--- config.mk ---
export PLATFORM = sky130hd
export DESIGN_NAME = irq_unit
export DESIGN_NICKNAME = d
export VERILOG_FILES = /design/src/rtl/irq_pkg.sv /design/src/rtl/irq_sync.sv /design/src/rtl/irq_edge_grp.sv /design/src/rtl/irq_pattern.sv /design/src/rtl/irq_cos.sv /design/src/rtl/irq_unit.sv
export SDC_FILE = /design/constraint.sdc
export NUM_CORES = 1
export LEC_CHECK = 0
export BUFFER_PORTS_ARGS = -buffer_cell sky130_fd_sc_hd__buf_2
export CORE_UTILIZATION = 40
export DETAILED_ROUTE_END_ITERATION = 8
export PLACE_DENSITY = 0.65
export SYNTH_ARGS = -nofsm -noshare
export SYNTH_HDL_FRONTEND = slang
export SYNTH_SLANG_ARGS = --single-unit
--- constraint.sdc ---
create_clock -name clk -period 3.69 [get_ports clk]
set_input_delay 0.5535 -clock clk [delete_from_list [all_inputs] [get_ports clk]]
set_output_delay 0.5535 -clock clk [all_outputs]
set_load 0.1 [all_outputs]
--- src/rtl/irq_pkg.sv ---
package irq_pkg;
  localparam int CTL_EDGE    = 0;
  localparam int CTL_GFLAG   = 1;
  localparam int CTL_PMFLAG  = 2;
  localparam int CTL_COSFLAG = 3;
  localparam int CTL_SRC_LO  = 4;
  localparam int CTL_PMEN    = 6;
  localparam int CTL_COSEN   = 7;

  typedef enum logic [1:0] {
    SRC_OFF = 2'd0,
    SRC_A   = 2'd1,
    SRC_B   = 2'd2,
    SRC_AB  = 2'd3
  } src_sel_e;
endpackage

--- src/rtl/irq_sync.sv ---
module irq_sync #(
  parameter int W = 8
) (
  input  logic         clk,
  input  logic         rst,
  input  logic [W-1:0] d,
  output logic [W-1:0] q
);
  logic [W-1:0] stage1;

  always_ff @(posedge clk) begin
    if (rst) begin
      stage1 <= '0;
      q      <= '0;
    end else begin
      stage1 <= d;
      q      <= stage1;
    end
  end
endmodule

--- src/rtl/irq_edge_grp.sv ---
module irq_edge_grp
  import irq_pkg::*;
(
  input  logic     clk,
  input  logic     rst,
  input  logic     a,
  input  logic     b,
  input  src_sel_e src,
  input  logic     fall,
  input  logic     clr,
  output logic     flag
);
  logic sel, sel_q, ev;

  always_comb begin
    case (src)
      SRC_A:   sel = a;
      SRC_B:   sel = b;
      SRC_AB:  sel = a & b;
      default: sel = 1'b0;
    endcase
  end

  assign ev = (src != SRC_OFF) && (fall ? (sel_q && !sel) : (!sel_q && sel));

  always_ff @(posedge clk) begin
    if (rst) begin
      sel_q <= 1'b0;
      flag  <= 1'b0;
    end else begin
      sel_q <= sel;
      flag  <= (flag && !clr) || ev;
    end
  end


  grp_flag_set_chk: assert property (@(posedge clk) disable iff (rst)
    (flag && !$past(flag)) |-> $past(ev));


  grp_src_off_chk: assert property (@(posedge clk) disable iff (rst)
    (src == SRC_OFF && !flag) |=> !flag);
endmodule

--- src/rtl/irq_pattern.sv ---
module irq_pattern #(
  parameter int W = 8
) (
  input  logic         clk,
  input  logic         rst,
  input  logic [W-1:0] din,
  input  logic [W-1:0] pat,
  input  logic [W-1:0] mask,
  input  logic         en,
  input  logic         clr,
  output logic         flag
);
  logic match, match_q, ev;

  assign match = (mask != '0) && (((din ^ pat) & mask) == '0);
  assign ev    = en && match && !match_q;

  always_ff @(posedge clk) begin
    if (rst) begin
      match_q <= 1'b0;
      flag    <= 1'b0;
    end else begin
      match_q <= match;
      flag    <= (flag && !clr) || ev;
    end
  end


  pm_rise_chk: assert property (@(posedge clk) disable iff (rst)
    (flag && !$past(flag)) |-> $past(match));


  pm_persist_chk: assert property (@(posedge clk) disable iff (rst)
    (!flag && match && $past(match)) |=> !flag);
endmodule

--- src/rtl/irq_cos.sv ---
module irq_cos #(
  parameter int W = 8
) (
  input  logic         clk,
  input  logic         rst,
  input  logic [W-1:0] din,
  input  logic [W-1:0] mask,
  input  logic         en,
  input  logic         clr,
  output logic         flag
);
  logic [W-1:0] prev;
  logic         ev;

  assign ev = en && (((din ^ prev) & mask) != '0);

  always_ff @(posedge clk) begin
    if (rst) begin
      prev <= '0;
      flag <= 1'b0;
    end else begin
      prev <= din;
      flag <= (flag && !clr) || ev;
    end
  end


  cos_rise_chk: assert property (@(posedge clk) disable iff (rst)
    (flag && !$past(flag)) |-> ((($past(din) ^ $past(prev)) & $past(mask)) != '0));
endmodule

--- src/rtl/irq_unit.sv ---
module irq_unit
  import irq_pkg::*;
#(
  parameter int G  = 4,
  parameter int W  = 8,
  localparam int AW = $clog2(G + 3)
) (
  input  logic          clk,
  input  logic          rst,
  input  logic [AW-1:0] bus_addr,
  input  logic          bus_we,
  input  logic [W-1:0]  bus_wdata,
  output logic [W-1:0]  bus_rdata,
  input  logic [G-1:0]  line_a,
  input  logic [G-1:0]  line_b,
  input  logic [W-1:0]  port_pat,
  input  logic [W-1:0]  port_cos,
  output logic          irq
);
  localparam int SW = 2 * G + 2 * W;
  localparam logic [AW-1:0] A_PAT  = AW'(G);
  localparam logic [AW-1:0] A_PMSK = AW'(G + 1);
  localparam logic [AW-1:0] A_CMSK = AW'(G + 2);

  logic [G-1:0] edge_fall;
  src_sel_e     src_q [G];
  logic         pm_en, cos_en;
  logic [W-1:0] pat_val, pat_msk, cos_msk;

  logic [SW-1:0] s_all;
  logic [G-1:0]  a_s, b_s;
  logic [W-1:0]  pat_s, cos_s;
  logic [G-1:0]  gflag, gclr, gon;
  logic          pm_flag, cos_flag, pm_clr, cos_clr;
  logic [W-1:0]  rd_next;

  irq_sync #(.W(SW)) u_sync (
    .clk(clk), .rst(rst),
    .d({line_a, line_b, port_pat, port_cos}),
    .q(s_all)
  );
  assign {a_s, b_s, pat_s, cos_s} = s_all;

  always_ff @(posedge clk) begin
    if (rst) begin
      edge_fall <= '0;
      pm_en     <= 1'b0;
      cos_en    <= 1'b0;
      pat_val   <= '0;
      pat_msk   <= '0;
      cos_msk   <= '0;
      for (int g = 0; g < G; g++) src_q[g] <= SRC_OFF;
    end else if (bus_we) begin
      for (int g = 0; g < G; g++) begin
        if (bus_addr == AW'(g)) begin
          edge_fall[g] <= bus_wdata[CTL_EDGE];
          src_q[g]     <= src_sel_e'(bus_wdata[CTL_SRC_LO +: 2]);
          if (g == 0) begin
            pm_en  <= bus_wdata[CTL_PMEN];
            cos_en <= bus_wdata[CTL_COSEN];
          end
        end
      end
      if (bus_addr == A_PAT)  pat_val <= bus_wdata;
      if (bus_addr == A_PMSK) pat_msk <= bus_wdata;
      if (bus_addr == A_CMSK) cos_msk <= bus_wdata;
    end
  end

  for (genvar gi = 0; gi < G; gi++) begin : g_grp
    assign gclr[gi] = bus_we && (bus_addr == AW'(gi)) && bus_wdata[CTL_GFLAG];
    assign gon[gi]  = gflag[gi] && (src_q[gi] != SRC_OFF);
    irq_edge_grp u_grp (
      .clk(clk), .rst(rst),
      .a(a_s[gi]), .b(b_s[gi]),
      .src(src_q[gi]), .fall(edge_fall[gi]),
      .clr(gclr[gi]), .flag(gflag[gi])
    );
  end

  assign pm_clr  = bus_we && (bus_addr == '0) && bus_wdata[CTL_PMFLAG];
  assign cos_clr = bus_we && (bus_addr == '0) && bus_wdata[CTL_COSFLAG];

  irq_pattern #(.W(W)) u_pat (
    .clk(clk), .rst(rst), .din(pat_s), .pat(pat_val), .mask(pat_msk),
    .en(pm_en), .clr(pm_clr), .flag(pm_flag)
  );

  irq_cos #(.W(W)) u_cos (
    .clk(clk), .rst(rst), .din(cos_s), .mask(cos_msk),
    .en(cos_en), .clr(cos_clr), .flag(cos_flag)
  );

  always_comb begin
    rd_next = '0;
    for (int g = 0; g < G; g++) begin
      if (bus_addr == AW'(g)) begin
        rd_next[CTL_EDGE]        = edge_fall[g];
        rd_next[CTL_GFLAG]       = gflag[g];
        rd_next[CTL_SRC_LO +: 2] = src_q[g];
        if (g == 0) begin
          rd_next[CTL_PMFLAG]  = pm_flag;
          rd_next[CTL_COSFLAG] = cos_flag;
          rd_next[CTL_PMEN]    = pm_en;
          rd_next[CTL_COSEN]   = cos_en;
        end
      end
    end
    if (bus_addr == A_PAT)  rd_next = pat_val;
    if (bus_addr == A_PMSK) rd_next = pat_msk;
    if (bus_addr == A_CMSK) rd_next = cos_msk;
  end

  always_ff @(posedge clk) begin
    if (rst) begin
      bus_rdata <= '0;
      irq       <= 1'b0;
    end else begin
      bus_rdata <= rd_next;
      irq       <= (|gon) || (pm_flag && pm_en) || (cos_flag && cos_en);
    end
  end


  irq_src_chk: assert property (@(posedge clk) disable iff (rst)
    irq |-> $past((|gflag) || pm_flag || cos_flag));


  unmapped_rd_chk: assert property (@(posedge clk) disable iff (rst)
    ($past(bus_addr) > A_CMSK) |-> (bus_rdata == '0));
endmodule

* Yosys cells after proc, flatten, opt, wreduce, memory -nomap -nowiden
Memory sizes are Yosys's and may differ from the RTL's. Cells that the tools add are included.
Operators by class: equality and inequality tests 18, mux-type cells 40, bitwise logic cells 12, reduce and logical (&&, ||, !) cells 77
Operators by type and width (number):
- $logic_and A1 B1 Y1 | 38
- $mux W8 | 4
- $mux W1 | 22
- $mux W2 | 10
- $and A8 B8 Y8 | 2
- $eq A2 B2 Y1 const B | 8
- $reduce_bool A8 Y1 | 2
- $xor A8 B8 Y8 | 2
- $logic_not A1 Y1 | 15
- $reduce_and A2 Y1 | 7
- $pmux W1 S3 | 4
- $eq A3 B3 Y1 const B | 3
- $eq A2 B1 Y1 const B | 4
- $logic_not A8 Y1 | 1
- $logic_or A1 B1 Y1 | 8
- $reduce_bool A2 Y1 | 4
- $eq A3 B2 Y1 const B | 2
- $and A1 B1 Y1 | 4
- $or A1 B1 Y1 | 4
- $reduce_or A4 Y1 | 1
- $eq A3 B1 Y1 const B | 1
- $logic_not A3 Y1 | 1
Word-level totals: register bits after elaboration 106, bits in writable memories 8, bits of input ports 38, output and inout port bits 9, memories kept 1
Memories:
- src_q | words 4, bits a word 2, rd ports 4, clocked after memory_dff 0, write ports 4, line irq_unit.sv:26 | src_sel_e src_q [G];

* Depth between registers and ports, before layout
depth after elaboration 8, depth in mapped cells 6

* Hierarchy
Synthesis repeated with hierarchy kept, for this count alone.
Unflattened totals: cell total of the unflattened synthesis 475, area, all modules 4423.0 um2
By module, submodules not included:
- irq_unit | instances 1, cells an instance 269, area each 2162.1 um2, sequential area each 1021.0 um2
- irq_sync | instances 1, cells an instance 101, area each 1305.0 um2, sequential area each 960.9 um2
- irq_edge_grp | instances 4, cells an instance 12, area each 100.1 um2, sequential area each 40.0 um2
- irq_cos | instances 1, cells an instance 33, area each 359.1 um2, sequential area each 180.2 um2
- irq_pattern | instances 1, cells an instance 24, area each 196.4 um2, sequential area each 40.0 um2

* Worst setup path before layout
No wires, ideal clock.
kind in2reg, start input bus_addr[2], end memory src_q[1][0] in the netlist's numbering (enable), data arrival time 1466 ps, slack 1925 ps, stages on the path 4, path buffers 2, path through buf_6 -> buf_6 -> or4b_4 -> nand2b_1
RTL lines:
- start, declared | line irq_unit.sv:10 | input logic [AW-1:0] bus_addr,
- end, declared | line irq_unit.sv:26

* Worst setup path after layout
start register bus_rdata[3], end output bus_rdata[3]
RTL lines:
- start, declared | line irq_unit.sv:13 | output logic [W-1:0] bus_rdata,
- start signal, assigned | line irq_unit.sv:119 | bus_rdata <= rd_next;
No word-level cell between the ends.

==> out/metrics.csv <==
metric,value,unit
status,"finished, final reports clean",
clock_tree.buffer_depth,2,
drv_cap,0,
ys_seq_elements,114,
worstSetupStartpointType,register,
grt_setup_unrepaired,false,
grt_max_degree,83,
top_level_ports,47,
syn_nets,481,
synthesis.instances,443,
setup.worst_path.end_class,output pin,
synth-edff-count,8,
synth.cells.most_frequent,"106 x sky130_fd_sc_hd__dfxtp_1, 57 x sky130_fd_sc_hd__nand2_1, 57 x sky130_fd_sc_hd__nor2b_1",
global_route_wire_length_before_repair,15100,um
asyncSetResetFlopFracSynth,0,%
clock.fmax,551,MHz
core_area,10400,um2
max_stage_delay,0.42,ns
numCtsBuffers,17,
hold_path.class,primary input to register,
layout_stage_area_growth_over_the_synthesis_result,20.3,%
timing.critical_path.required,3.14,ns
io_buffer_count,46,
synth-seq-area-share,55.2,%
final_antenna_net_count,0,
finalClockSkew,0.00955,ns
netlist_area,4280,um2
cts-resized-gates,0,
clk-insertion-delay-late,0.51,ns
dr_drc_count,0,
timing_max_transition_violations_final,0,
globalplace.congestion,0.861,
globalRoute.totalOverflow,0,
synth_largest_type_area_fraction,49.6,%
timing.final.crit_period,1.82,ns
num-nets-final,526,
die_height,105,um
post_cts_hold_buffer_count,0,
cts.repair_timing.setup_buffer_count,0,
antennaDiodeCount,0,
power.density_cell_area,594,nW/um2
row_count,37,
initial_utilization,41.3,%
yosys-top-cells-area,"sky130_fd_sc_hd__dfxtp_1 50%, sky130_fd_sc_hd__nor2b_1 8.3%, sky130_fd_sc_hd__edfxtp_1 5.6%",
dpl.hpwl,6340,um
peakVddDrop,0.242,mV
die_w,105,um
leakage,2.11,nW
crit_path_top_delay_cell,sky130_fd_sc_hd__buf_2,
criticalPathCategory,register to output pin,
layout-drive-gt1-share,17.6,%
timing.critical_path.max_delay_family,buffers and inverters,
avgViaCountPerCell,5.04,
critical_path.cell_chain,buf_2,
detailedRoute.firstPassIterationCount,4,
flip_flop_cell_with_the_highest_count_after_synthesis,sky130_fd_sc_hd__dfxtp_1,
syn_area_per_cell,9.66,um2
worst-path-buf-inv,1,
clockRootBuffer,sky130_fd_sc_hd__clkbuf_8,
ys.warnings.count,0,
htree_levels,4,
yosys.cell_count.top_type,sky130_fd_sc_hd__dfxtp_1,
avgRoutedWirePerCell,14.5,um
cts.sink_count,114,
hold_violations,0,
via_count_of_the_first_global_routing_pass,3100,
detailedRoute.firstIterationViolations,188,
num_vias,3209,
grt_antenna_before_repair,0,
finalSetupTns,0,ns
worst_slew_margin_rel,45.7,%
setup_violations,0,
yosysUniqueCellTypes,44,
postRouteWirelength,9210,um
globalRouteTotalUtil,17.9,%
tightestPinTransition,0.814,ns
utilization,49.7,%
tritoncts,built,
final.period_utilization,49.2,%
cp.arrival,1.26,ns
clk_pin_slew,0.06,ns
synth_area_leader_cell,sky130_fd_sc_hd__dfxtp_1,
crit_path_max_fanout,1,
design.die.area,11100,um2
==> per-layer routing <==
| layer | track usage (%) | vias to the layer above | wire length [um] |
|---|---|---|---|
| met4 | 7.65 | 0 | 120 |
| met3 | 5.01 | 10 | 547 |
| met5 | 0 | - | 0 |
| li1 | - | 1587 | - |
| met1 | 21.8 | 1527 | 4100 |
| met2 | 29.5 | 85 | 4450 |
==> layout by cell type (no fill, tap or decap), drive strengths merged, types with 3 or more instances in the layout <==
cell type	instances
dfxtp	106
nor2b	58
nand2	57
buf	47
nor2	38
a21oi	31
clkbuf	20
xor2	16
inv	13
nand2b	9
mux2i	9
nor3	9
a22oi	8
edfxtp	8
nand3	6
o22a	6
o21ai	6
clkinv	6
o22ai	4
or4	4
a31oi	4
a2111oi	4
a22o	4
mux2	4
nor3b	3
clkinvlp	3
==> worst paths after layout <==
check,startpoint,to,slack [ns],cells past startpoint
hold reg to reg,u_sync.stage1[22]$_SDFF_PP0_,u_sync.q[22]$_SDFF_PP0_,0.43,1
setup / recovery,bus_rdata[3]$_SDFF_PP0_,bus_rdata[3],1.87,1
hold / removal,port_cos[1],u_sync.stage1[1]$_SDFF_PP0_,0.24,2
setup reg to reg,src_q[1][1]$_SDFFCE_PN0P_,irq$_SDFF_PP0_,2.18,4
==> area by class of cell <==
class                           count  area [um2]
Clock inverter                     12         105
Timing Repair Buffer               47         240
Fill cell                         971        5220
Multi-Input combinational cell    297        1770
Inverter                           11        41.3
Clock buffer                       20         457
Tap cell                          136         170
Sequential cell                   114        2360
==> flip-flops by register name, summed over array words and instances (netlist names) <==
| name | count |
|---|---|
| u_sync.q | 24 |
| u_sync.stage1 | 24 |
| bus_rdata | 8 |
| cos_msk | 8 |
| pat_msk | 8 |
| pat_val | 8 |
| src_q | 8 |
| u_cos.prev | 8 |
| edge_fall | 4 |
| g_grp.u_grp.flag | 4 |
| g_grp.u_grp.sel_q | 4 |
| cos_en | 1 |
| irq | 1 |
| pm_en | 1 |
| u_cos.flag | 1 |
| u_pat.flag | 1 |
| u_pat.match_q | 1 |
==> logic make-up (layout without fill, tap and decap cells) <==
family	after synthesis	after routing	synth area share [%]
and+or+nand+nor	195	195	23.9
DFF	114	114	55.2
AOI/OAI and AO/OA	73	73	11.1
buffers and inverters	32	90	3.36
xor gates and xnor gates	16	16	3.27
muxes	13	13	3.16
==> power breakdown <==
part           total, W  internal (W)  switching, W
combinational  0.000216     0.0000762      0.000140
sequential      0.00133       0.00130     0.0000289
clock           0.00151      0.000948      0.000567
total           0.00306       0.00232      0.000736
==> per-stage QoR <==
stage | setup WS [ns] | hold slack, ns | power [W] | instance area [um2] | cells
final | 1.87 | 0.244 | 0.00306 | 5150 | 637
after global routing | 1.83 | 0.242 | 0.00317 | 5150 | 637
after CTS | 1.85 | 0.225 | 0.00309 | 5150 | 637
after detailed placement | 1.68 | 0.420 | 0.00157 | 4590 | 605
after global placement | 1.67 | 0.418 | 0.00157 | 4590 | 605
after floorplan | 1.92 | 0.414 | 0.00151 | 4280 | 443
(Power assumes the default switching activity.)
